==> src/rtl/fork_pkg.sv <==
package fork_pkg;
  localparam int LANES    = 64;
  localparam int PC_W     = 64;
  localparam int OFF_W    = 16;
  localparam int CSP_W    = 3;
  localparam int DW       = 32;
  localparam int ENTRY_DW = (LANES + PC_W) / DW;
  localparam int BEAT_W   = $clog2(ENTRY_DW);
  localparam int SGPR_AW  = 7;

  typedef enum logic [1:0] {
    PATH_ALL_PASS,
    PATH_ALL_FAIL,
    PATH_FAIL_FIRST,
    PATH_PASS_FIRST
  } path_e;

  typedef struct packed {
    logic              load;
    logic              commit;
    logic              push;
    logic [BEAT_W-1:0] beat;
  } strobe_t;
endpackage

==> src/rtl/fork_datapath.sv <==
module fork_datapath
  import fork_pkg::*;
#(
  parameter int LANES_P   = LANES,
  parameter int PC_W_P    = PC_W,
  parameter int OFF_W_P   = OFF_W,
  parameter int CSP_W_P   = CSP_W,
  parameter int SGPR_AW_P = SGPR_AW
) (
  input  logic                 clk,
  input  logic                 rstN,
  input  strobe_t              strb,
  input  logic [LANES_P-1:0]   execIn,
  input  logic [LANES_P-1:0]   condIn,
  input  logic [PC_W_P-1:0]    pcIn,
  input  logic [OFF_W_P-1:0]   offsetIn,
  input  logic [CSP_W_P-1:0]   cspIn,
  output logic                 needPush,
  output logic                 cspFull,
  output logic [LANES_P-1:0]   execOut,
  output logic [PC_W_P-1:0]    pcOut,
  output logic [CSP_W_P-1:0]   cspOut,
  output logic                 overflow,
  output logic                 sgprWe,
  output logic [SGPR_AW_P-1:0] sgprAddr,
  output logic [DW-1:0]        sgprData
);
  localparam int CNT_W   = $clog2(LANES_P + 1);
  localparam int WORDS   = (LANES_P + PC_W_P) / DW;

  logic [LANES_P-1:0] execR, condR;
  logic [PC_W_P-1:0]  pcR;
  logic [OFF_W_P-1:0] offR;
  logic [CSP_W_P-1:0] cspR;

  logic [LANES_P-1:0] passMask, failMask, newExec, pushMask;
  logic [CNT_W-1:0]   passCnt, failCnt;
  logic [PC_W_P-1:0]  seqPc, targetPc, newPc, pushAddr;
  path_e              path;

  logic [LANES_P-1:0] execOutR;
  logic [PC_W_P-1:0]  pcOutR;
  logic [CSP_W_P-1:0] cspOutR;
  logic               ovfR;

  // operand capture at acceptance
  always_ff @(posedge clk) begin
    if (!rstN) begin
      execR <= '0; condR <= '0; pcR <= '0; offR <= '0; cspR <= '0;
    end else if (strb.load) begin
      execR <= execIn; condR <= condIn; pcR <= pcIn;
      offR  <= offsetIn; cspR <= cspIn;
    end
  end

  assign passMask = execR & condR;
  assign failMask = execR & ~condR;

  always_comb begin
    passCnt = '0;
    failCnt = '0;
    for (int i = 0; i < LANES_P; i++) begin
      passCnt = passCnt + CNT_W'(passMask[i]);
      failCnt = failCnt + CNT_W'(failMask[i]);
    end
  end

  assign seqPc    = pcR + PC_W_P'(4);
  assign targetPc = seqPc + {{(PC_W_P-OFF_W_P){offR[OFF_W_P-1]}}, offR};

  always_comb begin
    if (passMask == execR)      path = PATH_ALL_PASS;
    else if (failMask == execR) path = PATH_ALL_FAIL;
    else if (failCnt < passCnt) path = PATH_FAIL_FIRST;
    else                        path = PATH_PASS_FIRST;
  end

  always_comb begin
    newExec  = execR;
    newPc    = targetPc;
    pushMask = passMask;
    pushAddr = targetPc;
    unique case (path)
      PATH_ALL_PASS:   newPc = targetPc;
      PATH_ALL_FAIL:   newPc = seqPc;
      PATH_FAIL_FIRST: begin
        newExec  = failMask;
        newPc    = seqPc;
        pushMask = passMask;
        pushAddr = targetPc;
      end
      PATH_PASS_FIRST: begin
        newExec  = passMask;
        newPc    = targetPc;
        pushMask = failMask;
        pushAddr = seqPc;
      end
      default: newPc = targetPc;
    endcase
  end

  assign needPush = (path == PATH_FAIL_FIRST) || (path == PATH_PASS_FIRST);
  assign cspFull  = (cspR == {CSP_W_P{1'b1}});

  always_ff @(posedge clk) begin
    if (!rstN) begin
      execOutR <= '0; pcOutR <= '0; cspOutR <= '0; ovfR <= 1'b0;
    end else if (strb.commit) begin
      if (needPush && cspFull) begin
        ovfR     <= 1'b1;
        execOutR <= execR;
        pcOutR   <= pcR;
        cspOutR  <= cspR;
      end else begin
        execOutR <= newExec;
        pcOutR   <= newPc;
        cspOutR  <= needPush ? cspR + CSP_W_P'(1) : cspR;
      end
    end
  end

  // stack entry split into dwords, lowest index first
  logic [LANES_P+PC_W_P-1:0] entryBits;
  logic [DW-1:0]             entryWord [WORDS];
  assign entryBits = {pushAddr, pushMask};

  for (genvar w = 0; w < WORDS; w++) begin : g_word
    assign entryWord[w] = entryBits[w*DW +: DW];
  end

  assign sgprWe   = strb.push;
  assign sgprAddr = SGPR_AW_P'(cspR) * SGPR_AW_P'(WORDS) + SGPR_AW_P'(strb.beat);
  assign sgprData = entryWord[strb.beat];

  assign execOut  = execOutR;
  assign pcOut    = pcOutR;
  assign cspOut   = cspOutR;
  assign overflow = ovfR;

  p_exec_subset_r3: assert property (@(posedge clk) disable iff (!rstN)
    strb.commit |=> ((execOutR & ~$past(execR)) == '0));

  p_no_write_full_r8: assert property (@(posedge clk) disable iff (!rstN)
    sgprWe |-> !cspFull);

  p_overflow_sticky_r9: assert property (@(posedge clk) disable iff (!rstN)
    ovfR |=> ovfR);
endmodule

==> src/rtl/fork_control.sv <==
module fork_control
  import fork_pkg::*;
#(
  parameter int BEATS = ENTRY_DW
) (
  input  logic    clk,
  input  logic    rstN,
  input  logic    issueValid,
  input  logic    needPush,
  input  logic    cspFull,
  output strobe_t strb,
  output logic    busy,
  output logic    done
);
  localparam logic [BEAT_W-1:0] LAST_BEAT = BEAT_W'(BEATS - 1);

  typedef enum logic [1:0] {S_IDLE, S_EVAL, S_PUSH, S_FIN} state_e;

  state_e            stateR, stateNx;
  logic [BEAT_W-1:0] beatR, beatNx;

  always_comb begin
    stateNx = stateR;
    beatNx  = beatR;
    unique case (stateR)
      S_IDLE: if (issueValid) stateNx = S_EVAL;
      S_EVAL: begin
        beatNx  = '0;
        stateNx = (needPush && !cspFull) ? S_PUSH : S_FIN;
      end
      S_PUSH: begin
        if (beatR == LAST_BEAT) stateNx = S_FIN;
        else                    beatNx  = beatR + BEAT_W'(1);
      end
      S_FIN:  stateNx = S_IDLE;
      default: stateNx = S_IDLE;
    endcase
  end

  always_ff @(posedge clk) begin
    if (!rstN) begin
      stateR <= S_IDLE;
      beatR  <= '0;
    end else begin
      stateR <= stateNx;
      beatR  <= beatNx;
    end
  end

  assign strb.load   = (stateR == S_IDLE) && issueValid;
  assign strb.commit = (stateR == S_EVAL);
  assign strb.push   = (stateR == S_PUSH);
  assign strb.beat   = beatR;
  assign busy        = (stateR != S_IDLE);
  assign done        = (stateR == S_FIN);

  p_done_pulse_r10: assert property (@(posedge clk) disable iff (!rstN)
    done |=> !done);

  p_beats_back_to_back_r6: assert property (@(posedge clk) disable iff (!rstN)
    (strb.push && strb.beat != LAST_BEAT) |=> strb.push);

  p_hold_busy_r7: assert property (@(posedge clk) disable iff (!rstN)
    (busy && !done) |=> busy);
endmodule

==> src/rtl/branch_fork_top.sv <==
module branch_fork_top
  import fork_pkg::*;
(
  input  logic                clk,
  input  logic                rstN,
  input  logic                issueValid,
  input  logic [LANES-1:0]    execIn,
  input  logic [LANES-1:0]    condIn,
  input  logic [PC_W-1:0]     pcIn,
  input  logic [OFF_W-1:0]    offsetIn,
  input  logic [CSP_W-1:0]    cspIn,
  output logic                busy,
  output logic                done,
  output logic [LANES-1:0]    execOut,
  output logic [PC_W-1:0]     pcOut,
  output logic [CSP_W-1:0]    cspOut,
  output logic                overflow,
  output logic                sgprWe,
  output logic [SGPR_AW-1:0]  sgprAddr,
  output logic [DW-1:0]       sgprData
);
  strobe_t strb;
  logic    needPush, cspFull;

  fork_control #(.BEATS(ENTRY_DW)) u_ctrl (
    .clk(clk), .rstN(rstN), .issueValid(issueValid),
    .needPush(needPush), .cspFull(cspFull),
    .strb(strb), .busy(busy), .done(done)
  );

  fork_datapath #(
    .LANES_P(LANES), .PC_W_P(PC_W), .OFF_W_P(OFF_W),
    .CSP_W_P(CSP_W), .SGPR_AW_P(SGPR_AW)
  ) u_dp (
    .clk(clk), .rstN(rstN), .strb(strb),
    .execIn(execIn), .condIn(condIn), .pcIn(pcIn),
    .offsetIn(offsetIn), .cspIn(cspIn),
    .needPush(needPush), .cspFull(cspFull),
    .execOut(execOut), .pcOut(pcOut), .cspOut(cspOut),
    .overflow(overflow), .sgprWe(sgprWe),
    .sgprAddr(sgprAddr), .sgprData(sgprData)
  );
endmodule

==> config.mk <==
export PLATFORM = sky130hd
export DESIGN_NAME = branch_fork_top
export DESIGN_NICKNAME = d
export VERILOG_FILES = /design/src/rtl/fork_pkg.sv /design/src/rtl/fork_datapath.sv /design/src/rtl/fork_control.sv /design/src/rtl/branch_fork_top.sv
export SDC_FILE = /design/constraint.sdc
export NUM_CORES = 2
export LEC_CHECK = 0
export ABC_AREA = 1
export CORE_MARGIN = 2
export CORE_UTILIZATION = 55
export DETAILED_ROUTE_END_ITERATION = 7
export PLACE_DENSITY = 0.81
export SLEW_MARGIN = 20
export SYNTH_ARGS = -nofsm -noshare
export SYNTH_HDL_FRONTEND = slang
export SYNTH_SLANG_ARGS = --single-unit
==> constraint.sdc <==
create_clock -name clk -period 11.7 [get_ports clk]
set_input_delay 1.17 -clock clk [delete_from_list [all_inputs] [get_ports clk]]
set_output_delay 1.17 -clock clk [all_outputs]
set_load 0.1 [all_outputs]
======== Yosys cells after proc, flatten, opt, wreduce, memory -nomap -nowiden ========
Index checks and enable logic that the tools add are counted.
storage, ports and cells
  input port bits ......................... 214
  register bits ........................... 347
  output and inout port bits .............. 174
  logic and storage cells ................. 195
cells by class
  bitwise operators ....................... 4
  equal/unequal tests ..................... 13
  add/sub/neg operators ................... 131
  mux-type cells .......................... 20
  reductions and logical operators ........ 14
  magnitude comparators ................... 2
operators by type and width
  cell                                           number
  adder 7 x 1 -> 7 bit                           124
  2-to-1 mux 64 bit                              4
  case mux 64 bit (2 select lines)               2
  bitwise AND 64 bit                             2
  == test 64 bit                                 2
  adder 64 x 3 -> 64 bit, second input constant  1
  adder 64 bit                                   1
  binary-select mux 32 bit (select 2 bit)        1
  2-to-1 mux 32 bit                              2
  NOT 64 bit                                     1
  == test 2 bit, second input constant           5
  2-to-1 mux 2 bit                               5
  case mux 2 bit (4 select lines)                1
  < comparator 7 bit                             1
  adder 5 x 2 -> 6 bit                           1
  2-to-1 mux 3 bit                               2
  AND reduction 2 bit                            3
  adder 1 x 1 -> 2 bit                           2
  == test 2 x 1 -> 1 bit, second input constant  2
  logical NOT 2 bit                              2
  != test 2 bit, second input constant           2
  case mux 2 bit (2 select lines)                1
  nonzero test 2 bit                             2
  OR reduction 2 bit                             2
  10 further kinds                               13

======== Logic depth before layout (Yosys ltp) ========
  word-level depth ........................ 74
  gate-level depth with buffers ........... 39
  mapped depth without buffers ............ 38

======== Cells and area by module ========
A second synthesis with hierarchy kept.
unflattened totals
  cells, all modules ...................... 4467
  area, all modules ....................... 28354.7 um^2
by module, submodules not included
  module         instances  cells an instance  area each (um^2)
  fork_datapath  1          4426               28056.9
  fork_control   1          41                 297.8

======== Worst setup path after synthesis ========
Ideal clock, no wire load.
  path kind ............................... register -> output
  start point ............................. register u_dp.condR[0]
  end point ............................... output sgprData[0]
  stages on the path, launching flop included .. 35
  required time ........................... 10530 ps
  arrival ................................. 9346 ps
  path slack .............................. 1184 ps
  cells stage by stage .................... dfxtp_1 nand2_1 inv_1 ha_1 inv_1 fa_1 fa_1 fa_1 fa_1 fa_1 fa_1 fa_1 inv_1 fa_1 fa_1 inv_1 fa_1 ha_1 nand3_1 nand2_1 a21oi_1 nor2_1 o21a_1 o21ai_0 nand3b_1 nand2_1 inv_1 ha_1 inv_1 clkbuf_1 clkbuf_1 nand2_1 o21ai_0 a21oi_1 a21oi_1
on the way
  cells in the longest elaborated chain, start to end .. 74
  elaborated cells between the ends (all ways) .. 141
ends and longest elaborated chain
  what                                                       RTL line               text
  start, declared                                            fork_datapath.sv:31    logic [LANES_P-1:0] execR, condR;
  start signal, assigned                                     fork_datapath.sv:51    execR <= execIn; condR <= condIn; pcR <= pcIn;
  NOT 64 bit                                                 fork_datapath.sv:57    assign failMask = execR & ~condR;
  bitwise AND 64 bit                                         fork_datapath.sv:57
  adder 1 x 1 -> 2 bit                                       fork_datapath.sv:64    failCnt = failCnt + CNT_W'(failMask[i]);
  adder 7 x 1 -> 7 bit (62 in series)                        fork_datapath.sv:64
  < comparator 7 bit                                         fork_datapath.sv:74    else if (failCnt < passCnt) path = PATH_FAIL_FIRST;
  2-to-1 mux 1 bit                                           fork_datapath.sv:74
  2-to-1 mux 2 bit                                           fork_datapath.sv:73    else if (failMask == execR) path = PATH_ALL_FAIL;
  2-to-1 mux 2 bit                                           fork_datapath.sv:72    if (passMask == execR) path = PATH_ALL_PASS;
  == test 2 bit                                              fork_datapath.sv:83    unique case (path)
  2-to-1 mux 64 bit                                          fork_datapath.sv:83
  binary-select mux 32 bit (select 2 bit) (*)                fork_datapath.sv:133   assign sgprData = entryWord[strb.beat];
  2-to-1 mux 32 bit (not written as such) (*) (2 in series)  fork_datapath.sv:133
  end, declared                                              branch_fork_top.sv:20  output logic [DW-1:0] sgprData
Mark *: on every way between the ends. The rest lies on a longest branch, timed or not. The select of a mux whose other input is x is not followed.

======== Worst setup path in the final report ========
  start point ............................. register u_dp.condR[1]
  end point ............................... output sgprData[26]
on the way
  cells in the longest elaborated chain, start to end .. 74
  elaborated cells between the ends (all ways) .. 141
ends and longest elaborated chain
  what                                                       RTL line
  NOT 64 bit                                                 fork_datapath.sv:57
  bitwise AND 64 bit                                         fork_datapath.sv:57
  adder 1 x 1 -> 2 bit                                       fork_datapath.sv:64
  adder 7 x 1 -> 7 bit (62 in series)                        fork_datapath.sv:64
  < comparator 7 bit                                         fork_datapath.sv:74
  2-to-1 mux 1 bit                                           fork_datapath.sv:74
  2-to-1 mux 2 bit                                           fork_datapath.sv:73
  2-to-1 mux 2 bit (*)                                       fork_datapath.sv:72
  == test 2 bit (*)                                          fork_datapath.sv:83
  2-to-1 mux 64 bit                                          fork_datapath.sv:83
  binary-select mux 32 bit (select 2 bit) (*)                fork_datapath.sv:133
  2-to-1 mux 32 bit (not written as such) (*) (2 in series)  fork_datapath.sv:133
Marked as above.

==> results.txt <==
Vias in the first global route -> 31340
Worst-path clk slew -> 0.06 ns
CTS Buf Count -> 41
Largest delay share family, worst path -> adder cells
EDFF count, synth -> 0
Total negative slack -> 0 ns
Skew final -> 0.01956 ns
Crit path max-delay cell type -> a221oi_1
Residual DRC count -> 5
Area contributors post-synth -> dfxtp_1 25%, nand2_1 15%, a21oi_1 11%
FP Rows -> 83
Area grow syn2layout -> 19.22%
Fraction of registers with async set/reset -> 0%
Die X -> 230.6 µm
Routed WL -> 135.6 mm
Routed WL per cell -> 24.98 µm
Global-route wire length before repair -> 194.6 mm
DR vias -> 33250
Fin crit share -> 97.07%
CTS tree -> built
Synth unique cells -> 55
Hold Fails Final Rpt -> 0
Starting Density -> 55.37%
CP Buf/Inv Count -> 7
Worst-margin pin slew -> 1.151 ns
Die height -> 230.6 µm
Crit start category -> register
Max incr delay on CP -> 0.84 ns
Area share of the largest cell type after synthesis -> 24.60%
H-tree depth -> 2
Clk buf depth -> 3
Final setup fails -> 0
Netlist Area Pre-Place -> 0.02823 mm²
Drt via density -> 6.126
Input/output buffers -> 385
Worst-skew pair later-pin latency -> 0.62 ns
Antenna-violating nets left -> 0
# hold bufs at CTS -> 0
Predominant post-synthesis flop cell -> dfxtp_1
Hold WC Path Type -> reg -> reg
Clock sinks -> 347
Mean post-synth cell area -> 6.325 µm²
Worst Path Class, Setup -> reg -> out
# Max-Cap Violations -> 0
Crit end category -> output pin
Die area -> 0.05316 mm²
Core Footprint -> 0.05099 mm²
Crit Path Max Fanout -> 78
Worst Path Required -> 10.53 ns
Total gr overflow -> 0
Register area share after synthesis -> 24.60%
Met1 wire length -> 46.61 mm
Largest net degree at the start of global routing -> 190
RSZ-0062 raised after global routing -> false
IO Pins -> 388
Violated checks -> DRC
Max-Slew Margin vs Limit -> 23.26%
GRT Total Usage -> 49.61%
Iter 0 DRT Violations -> 4417
Yosys reg bits -> 347
Final worst path period need -> 11.36 ns
Layout cells sized above 1 -> 4.473%
Met2 WL post-DR -> 60.36 mm
Hpwl dp -> 104.8 mm
Initial antenna violation count -> 10
WL met3 -> 14.90 mm
Synth warn -> 0
DRT Pass-1 Iters -> 8
Status -> finished, violations left
Slew Viols, Final -> 0
Crit path top cell by count -> fa_1
Total Nets Final -> 5144
Highest routed layer -> met5
Most common cell in the netlist -> nand2_1
Post-synth top area cell -> dfxtp_1
Resize count post-CTS -> 0
Post-CTS setup buffers -> 0
CTS Root Cell -> clkbuf_16
Routability cong. -> 1.147
Data arrival, critical path -> 10.19 ns
Filler Cell Count -> 4405
Max Freq -> 88.05 MHz
Synth top cells by count -> 1095 x nand2_1, 697 x inv_1, 630 x a21oi_1
Cells after Synth -> 4464
==> metal layers <==
| metal | up-vias | GRT usage, % |
|---|---|---|
| met4 | 2 | 40.75 |
| met2 | 2468 | 79.50 |
| met3 | 739 | 13.98 |
| li1 | 14840 | - |
| met1 | 15210 | 54.97 |
| met5 | - | 0 |
==> final timing paths <==
check	startpoint	endpoint	slack [ns]	cells past startpoint
worst max-delay path	u_dp.condR[1]	sgprData[26]	0.34	33
worst min-delay path	u_dp.execOut[53]	u_dp.execOut[53]	0.46	2
worst max register to register	u_dp.condR[1]	u_dp.pcOut[39]	1.77	35
worst min register to register	u_dp.execOut[53]	u_dp.execOut[53]	0.46	2
==> final cells by class <==
class | count | area, µm² | area share (%)
antenna | 8 | 20.02 | 0.05947
sequential | 347 | 6949 | 20.64
timing repair buffer | 411 | 4014 | 11.92
clock buffer | 51 | 1125 | 3.342
inverter | 708 | 2668 | 7.925
multi-input combinational | 3198 | 17750 | 52.73
tap | 680 | 850.8 | 2.528
clock inverter | 25 | 285.3 | 0.8475
==> through the flow <==
step / hold slack, ns / setup WS [ns] / utilization [%] / instances / area, µm²
floorplan: 0.4437 / 1.184 / - / 4465 / 28240
global placement: 0.4527 / 1.299 / 63.18 / 5343 / 32220
detailed placement: 0.4543 / 1.218 / 63.18 / 5343 / 32220
CTS: 0.4636 / 0.5942 / 65.95 / 5419 / 33630
global route: 0.4784 / 0.08030 / 65.98 / 5421 / 33640
finish: 0.4647 / 0.3426 / 66.01 / 5428 / 33660
==> cells by family after synthesis <==
kind of cell | after synthesis | synth area share (%)
buf+inv | 920 | 12.66
xor+xnor | 93 | 3.062
fa+ha+maj | 223 | 12.78
flops | 347 | 24.60
other cells | 1 | 0.01328
simple gates | 1706 | 25.04
compound gates | 1174 | 21.84
==> worst register-to-register path, delay by kind of cell (launching register included) <==
kind                     cells  cell delay (ns)
AND/OR/NAND/NOR             11             1.84
XOR/XNOR                     1             0.18
buffers and inverters        6             1.08
adder cells (fa/ha/maj)     13             5.91
AO/OA/AOI/OAI                4             0.58
flip-flops                   1             0.32
==> cell usage in the layout, fill, tap and decap left out, types with 6 or more instances in the layout <==
cell	netlist	final
a21oi_1	630	630
a221oi_1	31	31
buf_4	8	54
clkbuf_16	0	42
clkdlybuf4s50_1	0	352
clkinv_2	0	12
dfxtp_1	347	345
diode_2	0	8
fa_1	109	109
ha_1	114	112
inv_1	697	696
inv_2	9	7
inv_6	0	7
nand2_1	1095	1094
nand2_2	33	33
nand3_1	126	126
nand3b_1	19	19
nand4_1	43	43
nor2_1	312	312
nor2_2	8	8
nor3_1	42	42
o21ai_0	374	373
o21ai_1	37	38
o21bai_1	14	14
o22ai_1	64	64
or2_2	6	6
xnor2_1	16	16
xor2_1	72	72
==> registers in the layout, indices dropped and copies added (netlist names), 3 cells and up <==
signal	cells
u_dp.cspR	3
u_dp.offR	16
u_dp.condR	64
u_dp.cspOut	3
u_dp.pcR	64
u_dp.pcOut	64
u_dp.execOut	64
u_dp.execR	64
Power is left out: the tool's default activity adds up to more than one toggle a clock period on the data nets, which glitch-free logic cannot reach.
